===== config.mk =====
export PLATFORM = sky130hd
export DESIGN_NAME = mesh_pos_tracker
export DESIGN_NICKNAME = d
export VERILOG_FILES = /design/src/rtl/mpt_pkg.sv /design/src/rtl/mpt_cfg_regs.sv /design/src/rtl/mpt_axis.sv /design/src/rtl/mesh_pos_tracker.sv
export SDC_FILE = /design/constraint.sdc
export NUM_CORES = 1
export LEC_CHECK = 0
export ABC_CLOCK_PERIOD_IN_PS = 5800
export BUFFER_PORTS_ARGS = -buffer_cell sky130_fd_sc_hd__buf_2
export CORE_MARGIN = 2
export CORE_UTILIZATION = 40
export CTS_BUF_LIST = sky130_fd_sc_hd__clkbuf_4 sky130_fd_sc_hd__clkbuf_8
export DETAILED_ROUTE_END_ITERATION = 10
export GPL_TIMING_DRIVEN = 0
export PLACE_DENSITY = 0.52
export SYNTH_ARGS = -nofsm -noshare
export SYNTH_HDL_FRONTEND = slang
export SYNTH_SLANG_ARGS = --single-unit

===== constraint.sdc =====
create_clock -name clk -period 5.8 [get_ports clk]
set_input_delay 0 -clock clk [delete_from_list [all_inputs] [get_ports clk]]
set_output_delay 0 -clock clk [all_outputs]
set_load 0.03 [all_outputs]

===== src/rtl/mpt_pkg.sv =====
package mpt_pkg;

   localparam int SEL_W = 4;

   typedef enum logic [SEL_W-1:0] {
      REG_BOX_PX   = 4'd0,
      REG_BOX_LN   = 4'd1,
      REG_H_BOXES  = 4'd2,
      REG_V_BOXES  = 4'd3,
      REG_H_INC    = 4'd4,
      REG_H_INC_ST = 4'd5,
      REG_H_INC_LS = 4'd6,
      REG_V_INC    = 4'd7,
      REG_V_INC_ST = 4'd8,
      REG_V_INC_LS = 4'd9,
      REG_COMMIT   = 4'd10
   } reg_sel_e;

   typedef enum logic [1:0] {
      INC_BASE    = 2'd0,
      INC_STRETCH = 2'd1,
      INC_LAST    = 2'd2
   } inc_sel_e;

endpackage


===== src/rtl/mpt_cfg_regs.sv =====
module mpt_cfg_regs
   import mpt_pkg::*;
#(
   parameter int LEN_W  = 16,
   parameter int CNT_W  = 10,
   parameter int FRAC_W = 22,
   parameter int DATA_W = 22
) (
   input  logic                 clk,
   input  logic                 rst_n,
   input  logic                 wr_en,
   input  logic [SEL_W-1:0]     wr_sel,
   input  logic [DATA_W-1:0]    wr_data,
   input  logic                 frame_start,
   output logic [LEN_W-1:0]     act_box_px,
   output logic [LEN_W-1:0]     act_box_ln,
   output logic [CNT_W-1:0]     act_h_boxes,
   output logic [CNT_W-1:0]     act_v_boxes,
   output logic [2:0][FRAC_W-1:0] act_h_inc,
   output logic [2:0][FRAC_W-1:0] act_v_inc,
   output logic                 pending
);

   logic [LEN_W-1:0]        sh_box_px, sh_box_ln;
   logic [CNT_W-1:0]        sh_h_boxes, sh_v_boxes;
   logic [2:0][FRAC_W-1:0]  sh_h_inc, sh_v_inc;
   logic                    commit_wr;

   assign commit_wr = wr_en && (wr_sel == REG_COMMIT);

   always_ff @(posedge clk) begin
      if (!rst_n) begin
         sh_box_px  <= '0;
         sh_box_ln  <= '0;
         sh_h_boxes <= '0;
         sh_v_boxes <= '0;
         sh_h_inc   <= '0;
         sh_v_inc   <= '0;
      end else if (wr_en) begin
         case (wr_sel)
            REG_BOX_PX:   sh_box_px  <= wr_data[LEN_W-1:0];
            REG_BOX_LN:   sh_box_ln  <= wr_data[LEN_W-1:0];
            REG_H_BOXES:  sh_h_boxes <= wr_data[CNT_W-1:0];
            REG_V_BOXES:  sh_v_boxes <= wr_data[CNT_W-1:0];
            REG_H_INC:    sh_h_inc[INC_BASE]    <= wr_data[FRAC_W-1:0];
            REG_H_INC_ST: sh_h_inc[INC_STRETCH] <= wr_data[FRAC_W-1:0];
            REG_H_INC_LS: sh_h_inc[INC_LAST]    <= wr_data[FRAC_W-1:0];
            REG_V_INC:    sh_v_inc[INC_BASE]    <= wr_data[FRAC_W-1:0];
            REG_V_INC_ST: sh_v_inc[INC_STRETCH] <= wr_data[FRAC_W-1:0];
            REG_V_INC_LS: sh_v_inc[INC_LAST]    <= wr_data[FRAC_W-1:0];
            default: ;
         endcase
      end
   end

   always_ff @(posedge clk) begin
      if (!rst_n) begin
         act_box_px  <= '0;
         act_box_ln  <= '0;
         act_h_boxes <= '0;
         act_v_boxes <= '0;
         act_h_inc   <= '0;
         act_v_inc   <= '0;
         pending     <= 1'b0;
      end else begin
         if (frame_start && pending) begin
            act_box_px  <= sh_box_px;
            act_box_ln  <= sh_box_ln;
            act_h_boxes <= sh_h_boxes;
            act_v_boxes <= sh_v_boxes;
            act_h_inc   <= sh_h_inc;
            act_v_inc   <= sh_v_inc;
         end
         if (commit_wr)
            pending <= 1'b1;
         else if (frame_start)
            pending <= 1'b0;
      end
   end

   // a frame start without a same-cycle commit leaves nothing pending
   p_pend_clear_r9: assert property (@(posedge clk) disable iff (!rst_n)
      frame_start && !commit_wr |=> !pending);

   // live geometry only moves on a frame start
   p_live_hold_r8: assert property (@(posedge clk) disable iff (!rst_n)
      !frame_start |=> $stable(act_box_px) && $stable(act_h_boxes) && $stable(act_h_inc));

endmodule


===== src/rtl/mpt_axis.sv =====
module mpt_axis
   import mpt_pkg::*;
#(
   parameter int LEN_W    = 16,
   parameter int CNT_W    = 10,
   parameter int FRAC_W   = 22,
   parameter bit FRAC_SAT = 1'b1
) (
   input  logic                    clk,
   input  logic                    rst_n,
   input  logic                    step,
   input  logic                    restart,
   input  logic                    stretch,
   input  logic [LEN_W-1:0]        box_len,
   input  logic [CNT_W-1:0]        box_cnt,
   input  logic [2:0][FRAC_W-1:0]  inc_set,
   output logic [CNT_W-1:0]        idx,
   output logic [LEN_W-1:0]        cnt,
   output logic [FRAC_W-1:0]       frac,
   output logic                    adv
);

   localparam logic [CNT_W:0] ONE_I = {{CNT_W{1'b0}}, 1'b1};
   localparam logic [LEN_W:0] ONE_L = {{LEN_W{1'b0}}, 1'b1};

   logic              is_last;
   logic              at_end;
   logic [LEN_W:0]    end_len;
   inc_sel_e          sel;
   logic [FRAC_W-1:0] inc;
   logic [FRAC_W:0]   sum;
   logic [FRAC_W-1:0] frac_nx;

   assign is_last = ({1'b0, idx} + ONE_I) >= {1'b0, box_cnt};
   assign end_len = {1'b0, box_len} + {{LEN_W{1'b0}}, stretch};
   assign at_end  = ({1'b0, cnt} + ONE_L) == end_len;
   assign adv     = step && !restart && at_end && !is_last;

   always_comb begin
      if (is_last)      sel = INC_LAST;
      else if (stretch) sel = INC_STRETCH;
      else              sel = INC_BASE;
      inc = inc_set[sel];
   end

   assign sum = {1'b0, frac} + {1'b0, inc};

   generate
      if (FRAC_SAT) begin : g_sat
         assign frac_nx = sum[FRAC_W] ? {FRAC_W{1'b1}} : sum[FRAC_W-1:0];
      end else begin : g_wrap
         assign frac_nx = sum[FRAC_W-1:0];
      end
   endgenerate

   always_ff @(posedge clk) begin
      if (!rst_n) begin
         idx  <= '0;
         cnt  <= '0;
         frac <= '0;
      end else if (step) begin
         if (restart) begin
            idx  <= '0;
            cnt  <= '0;
            frac <= '0;
         end else if (adv) begin
            idx  <= idx + ONE_I[CNT_W-1:0];
            cnt  <= '0;
            frac <= '0;
         end else begin
            cnt  <= (&cnt) ? cnt : cnt + ONE_L[LEN_W-1:0];
            frac <= frac_nx;
         end
      end
   end

   // a restart puts the index and weight back to zero
   p_restart_clear_r2: assert property (@(posedge clk) disable iff (!rst_n)
      step && restart |=> idx == '0 && frac == '0);

   // the index stays inside the programmed box count
   p_idx_bound_r2: assert property (@(posedge clk) disable iff (!rst_n)
      box_cnt != '0 |-> idx < box_cnt);

   // inside a box the weight never decreases
   p_frac_mono_r6: assert property (@(posedge clk) disable iff (!rst_n)
      FRAC_SAT && step && !restart && !adv |=> frac >= $past(frac));

endmodule


===== src/rtl/mesh_pos_tracker.sv =====
module mesh_pos_tracker
   import mpt_pkg::*;
#(
   parameter int LEN_W    = 16,
   parameter int CNT_W    = 10,
   parameter int FRAC_W   = 22,
   parameter int ADDR_W   = 12,
   parameter bit FRAC_SAT = 1'b1,
   parameter int DATA_W   = (LEN_W > FRAC_W) ? LEN_W : FRAC_W
) (
   input  logic               clk,
   input  logic               rst_n,
   input  logic               cfg_wr_en,
   input  logic [3:0]         cfg_wr_sel,
   input  logic [DATA_W-1:0]  cfg_wr_data,
   input  logic               pix_valid,
   input  logic               pix_sof,
   input  logic               pix_sol,
   input  logic               pix_eof,
   output logic               pix_ready,
   output logic [ADDR_W-1:0]  pt_addr,
   input  logic [1:0]         flag_bits,
   output logic               pos_valid,
   input  logic               pos_ready,
   output logic [CNT_W-1:0]   pos_col,
   output logic [CNT_W-1:0]   pos_row,
   output logic [FRAC_W-1:0]  pos_hfrac,
   output logic [FRAC_W-1:0]  pos_vfrac,
   output logic               stat_commit_pending,
   output logic               stat_busy
);

   localparam logic [ADDR_W-1:0] ONE_A = {{(ADDR_W-1){1'b0}}, 1'b1};

   initial begin
      assert (ADDR_W >= CNT_W) else $error("ADDR_W narrower than CNT_W");
      assert (FRAC_W >= 4 && LEN_W >= 2 && CNT_W >= 4) else $error("width too small");
      assert (DATA_W >= LEN_W && DATA_W >= FRAC_W) else $error("DATA_W too narrow");
   end

   logic                    acc, frame_start, line_start;
   logic [LEN_W-1:0]        act_box_px, act_box_ln;
   logic [CNT_W-1:0]        act_h_boxes, act_v_boxes;
   logic [2:0][FRAC_W-1:0]  act_h_inc, act_v_inc;
   logic [LEN_W-1:0]        h_cnt, v_cnt;
   logic                    h_adv, v_adv;
   logic [ADDR_W-1:0]       row_base;

   assign pix_ready   = pos_ready || !pos_valid;
   assign acc         = pix_valid && pix_ready;
   assign frame_start = acc && pix_sof;
   assign line_start  = pix_sol || pix_sof;

   mpt_cfg_regs #(
      .LEN_W(LEN_W), .CNT_W(CNT_W), .FRAC_W(FRAC_W), .DATA_W(DATA_W)
   ) cfg_i (
      .clk(clk), .rst_n(rst_n),
      .wr_en(cfg_wr_en), .wr_sel(cfg_wr_sel), .wr_data(cfg_wr_data),
      .frame_start(frame_start),
      .act_box_px(act_box_px), .act_box_ln(act_box_ln),
      .act_h_boxes(act_h_boxes), .act_v_boxes(act_v_boxes),
      .act_h_inc(act_h_inc), .act_v_inc(act_v_inc),
      .pending(stat_commit_pending)
   );

   mpt_axis #(
      .LEN_W(LEN_W), .CNT_W(CNT_W), .FRAC_W(FRAC_W), .FRAC_SAT(FRAC_SAT)
   ) h_axis_i (
      .clk(clk), .rst_n(rst_n),
      .step(acc), .restart(line_start), .stretch(flag_bits[1]),
      .box_len(act_box_px), .box_cnt(act_h_boxes), .inc_set(act_h_inc),
      .idx(pos_col), .cnt(h_cnt), .frac(pos_hfrac), .adv(h_adv)
   );

   mpt_axis #(
      .LEN_W(LEN_W), .CNT_W(CNT_W), .FRAC_W(FRAC_W), .FRAC_SAT(FRAC_SAT)
   ) v_axis_i (
      .clk(clk), .rst_n(rst_n),
      .step(acc && line_start), .restart(pix_sof), .stretch(flag_bits[0]),
      .box_len(act_box_ln), .box_cnt(act_v_boxes), .inc_set(act_v_inc),
      .idx(pos_row), .cnt(v_cnt), .frac(pos_vfrac), .adv(v_adv)
   );

   always_ff @(posedge clk) begin
      if (!rst_n)
         row_base <= '0;
      else if (frame_start)
         row_base <= '0;
      else if (v_adv)
         row_base <= row_base + ADDR_W'(act_h_boxes) + ONE_A;
   end

   assign pt_addr = row_base + ADDR_W'(pos_col);

   always_ff @(posedge clk) begin
      if (!rst_n) begin
         pos_valid <= 1'b0;
         stat_busy <= 1'b0;
      end else begin
         if (acc)            pos_valid <= 1'b1;
         else if (pos_ready) pos_valid <= 1'b0;
         if (acc && pix_eof) stat_busy <= 1'b0;
         else if (frame_start) stat_busy <= 1'b1;
      end
   end

   // a stalled output holds and blocks the input
   p_hold_r11: assert property (@(posedge clk) disable iff (!rst_n)
      pos_valid && !pos_ready |=> pos_valid && $stable(pos_col) && $stable(pos_row)
                                  && $stable(pos_hfrac) && $stable(pos_vfrac) && $stable(h_cnt));

   // a box change moves the column by exactly one
   p_col_step_r2: assert property (@(posedge clk) disable iff (!rst_n)
      h_adv |=> pos_col == $past(pos_col) + 1'b1 && pos_hfrac == '0);

   // a frame start that is not also the end leaves the block busy
   p_busy_r10: assert property (@(posedge clk) disable iff (!rst_n)
      frame_start && !pix_eof |=> stat_busy);

   // row counting is frozen between line starts
   p_row_hold_r5: assert property (@(posedge clk) disable iff (!rst_n)
      !(acc && line_start) |=> $stable(v_cnt) && $stable(pos_row));

endmodule


Word level (Yosys, flattened, before mapping)
Index checks and enable logic that the tools add are counted.

Register bits after elaboration: 479. Output and inout port bits: 80.

$lt $le $gt $ge: 4. Reductions and logical operators: 42. Eq/ne operators: 14. Add/sub/neg operators: 15. Mux-type cells: 28. Bitwise gates (word level): 1.

Operator list (number): 22-bit 2-to-1 mux (8); 16-bit 2-to-1 mux (6); 22-bit binary-select mux with 2-bit select (2); 22-bit by 22-bit adder with 23-bit output (2); 10-bit 2-to-1 mux (4); 16-bit by 1-bit adder with 17-bit output (2); 16-bit by 1-bit adder with 17-bit output, second input constant (2); 17-bit == test (2); 16-bit by 1-bit adder with 16-bit output, second input constant (2); 16-bit AND reduction (2); 2-bit AND reduction (14); 12-bit by 10-bit adder with 12-bit output (2); 10-bit by 1-bit adder with 11-bit output, second input constant (2); 11-bit by 10-bit greater-or-equal comparator with 1-bit output (2); 10-bit by 1-bit adder with 10-bit output, second input constant (2); 4-bit by 3-bit == test with 1-bit output, second input constant (4); 12-bit by 1-bit adder with 12-bit output, second input constant (1); 4-bit == test, second input constant (3); 1-bit logical AND (12); 4-bit by 2-bit == test with 1-bit output, second input constant (2); 2-bit nonzero test (4); 2-bit by 3-bit less-than comparator with 1-bit output, second input constant (2); 1-bit 2-to-1 mux (6); 1-bit logical NOT (5); other kinds (8) (11).

Depth between registers and ports, before layout
Gate-level depths: netlist of run 1.

Depth after elaboration: 9. Mapped depth: 27. Mapped depth without buffers: 24.

Cells and area by module
Synthesis of run 1 repeated with hierarchy kept, for this count alone.

Cell total of the unflattened synthesis: 2798. Area total of the unflattened synthesis: 23989.3 µm².

By module, submodules not included: mpt_cfg_regs (sequential area each 7387.1 µm², times used 1, cells each 1435, area each 13357.8 µm²); mpt_axis (h_axis_i) (sequential area each 960.9 µm², times used 1, cells each 588, area each 4692.0 µm²); mpt_axis (v_axis_i) (sequential area each 960.9 µm², times used 1, cells each 616, area each 4603.2 µm²); mesh_pos_tracker (sequential area each 280.3 µm², times used 1, cells each 159, area each 1336.3 µm²).

Worst setup path before layout of run 1
Ideal clock, no wire load.

Kind: register to register. Start: reg v_axis_i.idx[0]. End: reg v_axis_i.frac[19]. Setup time: 70 ps. Arrival time: 5350 ps. Path buffers: 2. Period minus slack after synthesis: 5420 ps. Stages on the path, launching flop included: 27. Slack: 380 ps. Path through: dfxtp_1 > and3_1 > and3_1 > and3_1 > nand3_1 > xnor2_1 > ha_1 > and4_1 > a21oi_1 > o221ai_1 > a31oi_1 > clkbuf_1 > nor2_1 > a21oi_1 > ha_1 > inv_1 > fa_1 > nor2b_1 > o31a_1 > o211ai_1 > nand2_1 > a22oi_1 > a311oi_1 > a31o_2 > clkbuf_1 > nor2_1 > a21oi_1.

Word-level cells in the longest chain between the ends: 9.

Ends and longest elaborated chain: start: declaration (line mpt_axis.sv:17) `output logic [CNT_W-1:0] idx,`; start signal: assignment (line mpt_axis.sv:67) `idx <= idx + ONE_I[CNT_W-1:0];`; 10-bit by 1-bit adder with 11-bit output * (line mpt_axis.sv:34) `assign is_last = ({1'b0, idx} + ONE_I) >= {1'b0, box_cnt};`; 11-bit by 10-bit greater-or-equal comparator with 1-bit output * (line mpt_axis.sv:34); 2-bit 2-to-1 mux (line mpt_axis.sv:40) `if (is_last) sel = INC_LAST;`; 22-bit binary-select mux with 2-bit select (line mpt_axis.sv:43) `inc = inc_set[sel];`; 22-bit 2-to-1 mux (implied by the code) (line mpt_axis.sv:43); 22-bit by 22-bit adder with 23-bit output (line mpt_axis.sv:46) `assign sum = {1'b0, frac} + {1'b0, inc};`; 22-bit 2-to-1 mux (line mpt_axis.sv:50) `assign frac_nx = sum[FRAC_W] ? {FRAC_W{1'b1}} : sum[FRAC_W-1:0];`; 22-bit 2-to-1 mux * (line mpt_axis.sv:66) `end else if (adv) begin`; 22-bit 2-to-1 mux * (line mpt_axis.sv:62) `if (restart) begin`; end signal: assignment (line mpt_axis.sv:72) `frac <= frac_nx;`; end: declaration (line mpt_axis.sv:19) `output logic [FRAC_W-1:0] frac,`.

Every way passes the cells marked *; elsewhere a longest branch is shown, timed or not. The select of a mux whose other input is x is not followed. A chain may end at the register's enable or synchronous reset.

Worst setup path in the final report of run 1
Start: reg v_axis_i.idx[2]. End: reg v_axis_i.frac[10].

Same word-level chain as after synthesis.

==> results.ini, run 1 <==
[global_routing]
gr-total-overflow=0
antenna_found_initial=5
grt_max_degree=13
grtUsageTotal=0.252
grt_pass1_vias=20500
grt_pass1_wl_um=117000

[setup_path]
ff2ff_path_depth=27
crit_fanout=10
cpPeakStageDelay_ns=0.41
end_kind=flip-flop
rr_endpoint=v_axis_i.frac[10]
r2r_start=v_axis_i.idx[2]
slowest_stage=fa_1
critPathKind=flip-flop to flip-flop
cp.arrival_ns=6.14
r2r_setup_slack_ns=0.25
crit_required_ns=6.39
start_kind=flip-flop

[sta]
drv_slew=0
setup_viol=0
fin_crit_sh=0.957
worstMarginPinSlew_ns=1.27
hold_violations=0
post-route-min-period_ns=5.55
slew_headroom=0.151
fmax_mhz=180
fin_ws_ns=0.247
tns_ns=0
fin_worst_skew_ns=0.0341

[die]
fp.dieW_um=245
die_h_um=245
num_rows=88
ios=116
start_util=0.403
die_area_um2=59800
core_um2=57500

[detailed_routing]
drc=0
met2WireLength_um=36300
via_per_inst=5.33
vias=21600
top_layer=met5
routed_wl_um=76200
detail_route.wl_per_cell_um=18.8
ant_nets=0
dr.pass1.iters=6
wl_met3_um=4050
wl_met1_um=34200
drtIter0Drc=1401

[min_path]
whs_endpoint=cfg_i.sh_h_inc[52]
hold_depth=3
hold_class=primary input to flip-flop
worstHoldStart=cfg_wr_data[8]

[cells_and_area]
num-fill-cells=5937
multi_input_area_um2=12700
fin_nets=3365
regArea_um2=9600
drive_gt1_frac=0.101
fin_util=0.469
fin_cells=4055
syn_to_final_growth_pct=16.4

[cts]
cts_buffer_depth=3
cts-root-buf=clkbuf_8
cts_sinks=479
cts_tree=yes
cts_made_buffers=86
clk_latency_ns=0.70
h-tree-depth=3
path_clk_slew_ns=0.06

[logic_synthesis]
synth-warning-count=0
ys_ff_latch=479
yosys.cell_types.count=76
synth_area_um2=23100
syn_area_per_cell_um2=7.70
synthArstFlopShare=0
synth_flop_cell=dfxtp_1
syn_nets=3139
synth_edf_count=0
syn-instance-count=3007
ys_seq_area_frac=0.414

[placement]
dpl_worst_slack_ns=-1.21
dpl.hpwl_um=56300
io_buffers=98
gp_congestion=0.908
dp_cells=3870

[power]
p_leak_nw=10.1
ir_drop_uv=172
power_density_nw_per_um2=257

[status]
status=completed

[run]
maxCapViolations=0

[cell usage after synthesis (4+ instances only)]
cell | number | share of area
a211oi_1 | 18 | 0.0058
a21o_1 | 18 | 0.0058
a21oi_1 | 495 | 0.11
a31oi_1 | 17 | 0.0046
and2_1 | 9 | 0.0024
and3_1 | 22 | 0.0059
and4_1 | 9 | 0.0034
buf_1 | 5 | 0.00081
buf_2 | 8 | 0.0017
buf_4 | 4 | 0.0013
clkbuf_1 | 164 | 0.027
clkbuf_2 | 7 | 0.0015
dfxtp_1 | 479 | 0.41
fa_1 | 4 | 0.0035
ha_1 | 92 | 0.050
inv_1 | 65 | 0.011
mux2i_1 | 72 | 0.031
nand2_1 | 828 | 0.13
nand2b_1 | 11 | 0.0030
nand3_1 | 61 | 0.013
nand3b_1 | 9 | 0.0029
nand4_1 | 22 | 0.0059
nor2_1 | 177 | 0.029
nor2b_1 | 16 | 0.0043
nor3_1 | 29 | 0.0063
nor4_1 | 13 | 0.0035
o211ai_1 | 5 | 0.0016
o21a_1 | 13 | 0.0042
o21ai_0 | 97 | 0.021
o21bai_1 | 8 | 0.0026
o22ai_1 | 7 | 0.0019
o31ai_1 | 6 | 0.0019
or3_1 | 11 | 0.0030
or4_1 | 6 | 0.0019
xnor2_1 | 85 | 0.032
xnor3_1 | 7 | 0.0068
xor2_1 | 42 | 0.016
[critical path, delay by kind of cell (launching register included)]
kind / cells / cell delay, ns
AO/OA/AOI/OAI: 11 / 1.94
AND/OR/NAND/NOR: 8 / 1.37
adder cells (fa/ha/maj): 3 / 0.93
buffers and inverters: 4 / 0.56
flip-flops: 1 / 0.38
XOR/XNOR: 1 / 0.24
[cell usage in the layout, fill, tap and decap left out, types with 65 or more instances in the layout]
master / Yosys / routed
nor2_1: 177 / 177
inv_1: 65 / 65
xnor2_1: 85 / 84
mux2i_1: 72 / 72
a21oi_1: 495 / 489
ha_1: 92 / 91
buf_2: 8 / 107
nand2_1: 828 / 828
o21ai_0: 97 / 94
dfxtp_1: 479 / 474
clkbuf_8: 0 / 106
clkbuf_1: 164 / 150
[metal layers]
layer / up-vias / track usage
li1: 10700 / -
met1: 10300 / 0.333
met2: 564 / 0.427
met3: 115 / 0.0342
met4: 4 / 0.0732
met5: - / 0
[through the flow]
step	power, mW	instance area (um^2)	hold WS, ns
5_1_grt	7.17	26900	0.0369
4_1_cts	7.00	26800	0.0147
3_3_place_gp	3.66	24600	0.185
2_1_floorplan	3.54	23100	0.0967
3_5_place_dp	3.66	24600	0.196
6_report	6.93	26900	0.0287
[report_power, final]
| part | total (mW) | switching, mW | internal, mW |
|---|---|---|---|
| Combinational | 0.285 | 0.216 | 0.0688 |
| Sequential | 3.32 | 0.0113 | 3.31 |
| Clock | 3.32 | 1.47 | 1.85 |
[cells by family after synthesis]
kind of cell / Yosys count / share of synthesized area
fa+ha+maj: 96 / 0.0532
buf+inv: 253 / 0.0425
flops: 479 / 0.414
xor+xnor: 134 / 0.0549
simple gates: 1246 / 0.229
compound gates: 727 / 0.175
mux: 72 / 0.0311
[final cells by class]
class	instances	area share
Clock inverter	12	0.00427
Tap cell	765	0.0355
Multi-Input combinational cell	2275	0.471
Inverter	65	0.00906
Antenna cell	1	0.0000929
Timing Repair Buffer	140	0.0333
Clock buffer	132	0.0614
Sequential cell	479	0.356
Buffer	186	0.0287
[worst max-delay path by stage]
stage               cells after the start             from  slack [ns]           endpoint
floorplan                              26  v_axis_i.idx[0]        0.38  v_axis_i.frac[19]
global placement                       26  v_axis_i.idx[0]       -1.48   v_axis_i.frac[6]
detailed placement                     26  v_axis_i.idx[0]       -1.21  v_axis_i.frac[17]
CTS                                    27  v_axis_i.idx[2]        0.02  v_axis_i.frac[10]
global route                           24  v_axis_i.idx[2]       -0.03  v_axis_i.frac[10]
finish                                 27  v_axis_i.idx[2]        0.25  v_axis_i.frac[10]
[timing repair]
item | CTS | global route
hold endpoints to repair | 134 | 0
endpoints found under the setup margin | 44 | 44
hold buffers | 31 | 0
pin swaps | 2 | 8
gates cloned | 0 | 0
setup buffers | 3 | 8
resized for setup | 28 | 37
[state kept, by name, indices dropped and copies added, names as in the netlist, 10 cells and up]
register,count
cfg_i.sh_box_px,16
cfg_i.act_v_inc,66
cfg_i.sh_h_inc,66
cfg_i.sh_v_boxes,10
row_base,12
cfg_i.sh_v_inc,66
cfg_i.sh_h_boxes,10
v_axis_i.idx,10
h_axis_i.cnt,16
h_axis_i.idx,10
cfg_i.sh_box_ln,16
v_axis_i.cnt,16
cfg_i.act_v_boxes,10
cfg_i.act_h_boxes,10
v_axis_i.frac,22
cfg_i.act_box_ln,16
cfg_i.act_box_px,16
cfg_i.act_h_inc,66
h_axis_i.frac,22
Note: power is estimated with default switching activity, not from simulation.
==> run 2, diff against run 1 <==
--- a/config.mk
+++ b/config.mk
@@ -5,7 +5,7 @@
 export SDC_FILE = /design/constraint.sdc
 export NUM_CORES = 1
 export LEC_CHECK = 0
-export ABC_CLOCK_PERIOD_IN_PS = 5800
+export ABC_CLOCK_PERIOD_IN_PS = 6100
 export BUFFER_PORTS_ARGS = -buffer_cell sky130_fd_sc_hd__buf_2
 export CORE_MARGIN = 2
 export CORE_UTILIZATION = 40
==> constraint.sdc (replaced) <==
create_clock -name clk -period 6.1 [get_ports clk]
set_input_delay 0 -clock clk [delete_from_list [all_inputs] [get_ports clk]]
set_output_delay 0 -clock clk [all_outputs]
set_load 0.03 [all_outputs]
==> run 2 against run 1 <==
  * Clock skew fell by 0.0058 ns
  * Register-to-register slack improved by 0.10 ns
  * Largest power group is now clock
  * Worst setup slack improved by 0.10 ns
  * Global-route usage barely moved
  * Combinational power fell by 5%
  * Via count fell by 0.22%
  * Die area did not move
==> results.ini, run 2 (synthesized netlist as in run 1, its figures left out) <==
[detailed_routing]
dr.pass1.iters=6
ant_nets=0
drtIter0Drc=1432
drc=0
detail_route.wl_per_cell_um=18.8
vias=21600
via_per_inst=5.32
routed_wl_um=76200

[die]
die_area_um2=59800
die_h_um=245
core_um2=57500
start_util=0.403
fp.dieW_um=245
ios=116
num_rows=88

[sta]
hold_violations=0
worstMarginPinSlew_ns=1.28
rsz0062_at_grt=no
fin_crit_sh=0.943
slew_headroom=0.143
fmax_mhz=174
setup_viol=0
drv_slew=0
fin_worst_skew_ns=0.0283
post-route-min-period_ns=5.75

[global_routing]
antenna_found_initial=5
grt_pass1_wl_um=117000
grt_max_degree=13
grt_pass1_vias=20500
gr-total-overflow=0
grtUsageTotal=0.252

[power]
seqPwrFrac=0.479
ir_drop_uv=163
net-switching-power_mw=1.62
p_leak_nw=10.1
p_comb_frac=0.041
internal_power_mw=4.98
power.share.clock=0.480
power_density_nw_per_um2=246
swShare=0.246

[setup_path]
cpPeakStageDelay_ns=0.46
crit_fanout=8
critPathKind=flip-flop to flip-flop
r2r_start=h_axis_i.idx[0]
slowest_stage=o31ai_1
crit_required_ns=6.66
start_kind=flip-flop
r2r_setup_slack_ns=0.35
end_kind=flip-flop
ff2ff_path_depth=23
critPathMostFrequentCell=ha_1
rr_endpoint=h_axis_i.frac[21]
cp.arrival_ns=6.31
worstPathCellList=ha_1 -> nand3_1 -> inv_1 -> nand3_1 -> xnor2_1 -> ha_1 -> nor3_1 -> o21ai_0 -> a41oi_1 -> o221a_4 -> buf_4 -> nor2_1 -> a21oi_1 -> ha_1 -> a211oi_1 -> o21a_1 -> a211oi_1 -> o31ai_1 -> a31oi_1 -> o2bb2ai_2 -> o21bai_1 -> a2111oi_0 -> o21ai_0

[run]
maxCapViolations=0

[cells_and_area]
final_cell_mix=828 x nand2_1, 492 x a21oi_1, 475 x dfxtp_1, 177 x nor2_1, 151 x clkbuf_1
fin_cells=4049
final_common_cell=nand2_1
fin_nets=3359
drive_gt1_frac=0.0959
syn_to_final_growth_pct=15.9
final_cell_area_um2=26800

[placement]
dp_cells=3870
dpl.hpwl_um=56300
io_buffers=98
placed_area_um2=24600
gp_congestion=0.908

[cts]
path_clk_slew_ns=0.07
clk_latency_ns=0.69
cts_tree=yes
h-tree-depth=3
cts_sinks=479
cts_buffer_depth=3
cts-root-buf=clkbuf_8
cts_made_buffers=86

[min_path]
hold_class=primary input to flip-flop
whs_endpoint=cfg_i.sh_v_inc[8]
worstHoldStart=cfg_wr_data[8]
hold_depth=3

[status]
status=completed

==> run 2: cell types whose count changed in the layout (fill, tap and decap cells not counted), sizes merged <==
cell / previous run / this run
buf: 132 / 121
clkbuf: 295 / 300
==> run 2: stage by stage <==
step                      hold slack (ns)  setup TNS (ns)   util  worst slack (ns)  power, mW
after global routing               0.0369               0  0.467          0.000803       6.81
after CTS                          0.0147               0  0.465            0.0111       6.65
after detailed placement            0.196          -32.08  0.428            -0.913       3.48
after floorplan                    0.0967               0      -             0.680       3.36
final                              0.0400               0  0.467             0.348       6.60
after global placement              0.185          -38.91  0.428             -1.18       3.48
==> run 2: worst max-delay path by stage <==
stage / start / slack (ns) / cells after the start / endpoint
after CTS: v_axis_i.idx[0] / 0.01 / 27 / v_axis_i.frac[8]
final: h_axis_i.idx[0] / 0.35 / 23 / h_axis_i.frac[21]
after detailed placement: v_axis_i.idx[0] / -0.91 / 26 / v_axis_i.frac[17]
after global placement: v_axis_i.idx[0] / -1.18 / 26 / v_axis_i.frac[6]
after floorplan: v_axis_i.idx[0] / 0.68 / 26 / v_axis_i.frac[19]
after global routing: v_axis_i.idx[1] / 0.0008 / 27 / v_axis_i.frac[12]
==> run 2: critical path: cells and delay by family, from the launching register on <==
family | cells | cell delay (ns)
adders and majority gates | 3 | 0.77
xor gates and xnor gates | 1 | 0.20
and+or+nand+nor | 4 | 0.57
AOI/OAI and AO/OA | 13 | 3.35
DFF | 1 | 0.44
buffers and inverters | 2 | 0.29
==> run 2: power groups by stage <==
stage	Sequential, mW	Clock (mW)	Combinational (mW)
after floorplan	3.22	0	0.139
after global placement	3.23	0	0.253
after detailed placement	3.23	0	0.256
after CTS	3.16	3.22	0.272
after global routing	3.16	3.36	0.291
final	3.16	3.17	0.271
==> run 2: final cells by class <==
type / instances / area [um^2]
Antenna cell: 1 / 2.50
Buffer: 186 / 756
Clock buffer: 132 / 1650
Clock inverter: 12 / 115
Fill cell: 5936 / 30700
Inverter: 65 / 244
Multi-Input combinational cell: 2275 / 12600
Sequential cell: 479 / 9590
Tap cell: 765 / 957
Timing Repair Buffer: 134 / 851
==> run 2: timing repair <==
action / in CTS / in global routing
setup buffers: 3 / 2
endpoints found under the hold margin: 134 / 0
gates resized for setup: 13 / 31
hold buffers: 31 / 0
pin swaps: 0 / 2
endpoints found under the setup margin: 44 / 44
==> run 2: metal layers <==
layer,vias up,global-route usage,routed length (um)
li1,10600,-,-
met1,10300,0.333,34600
met2,535,0.427,36400
met3,111,0.0342,3610
met4,4,0.0732,1580
met5,-,0,24
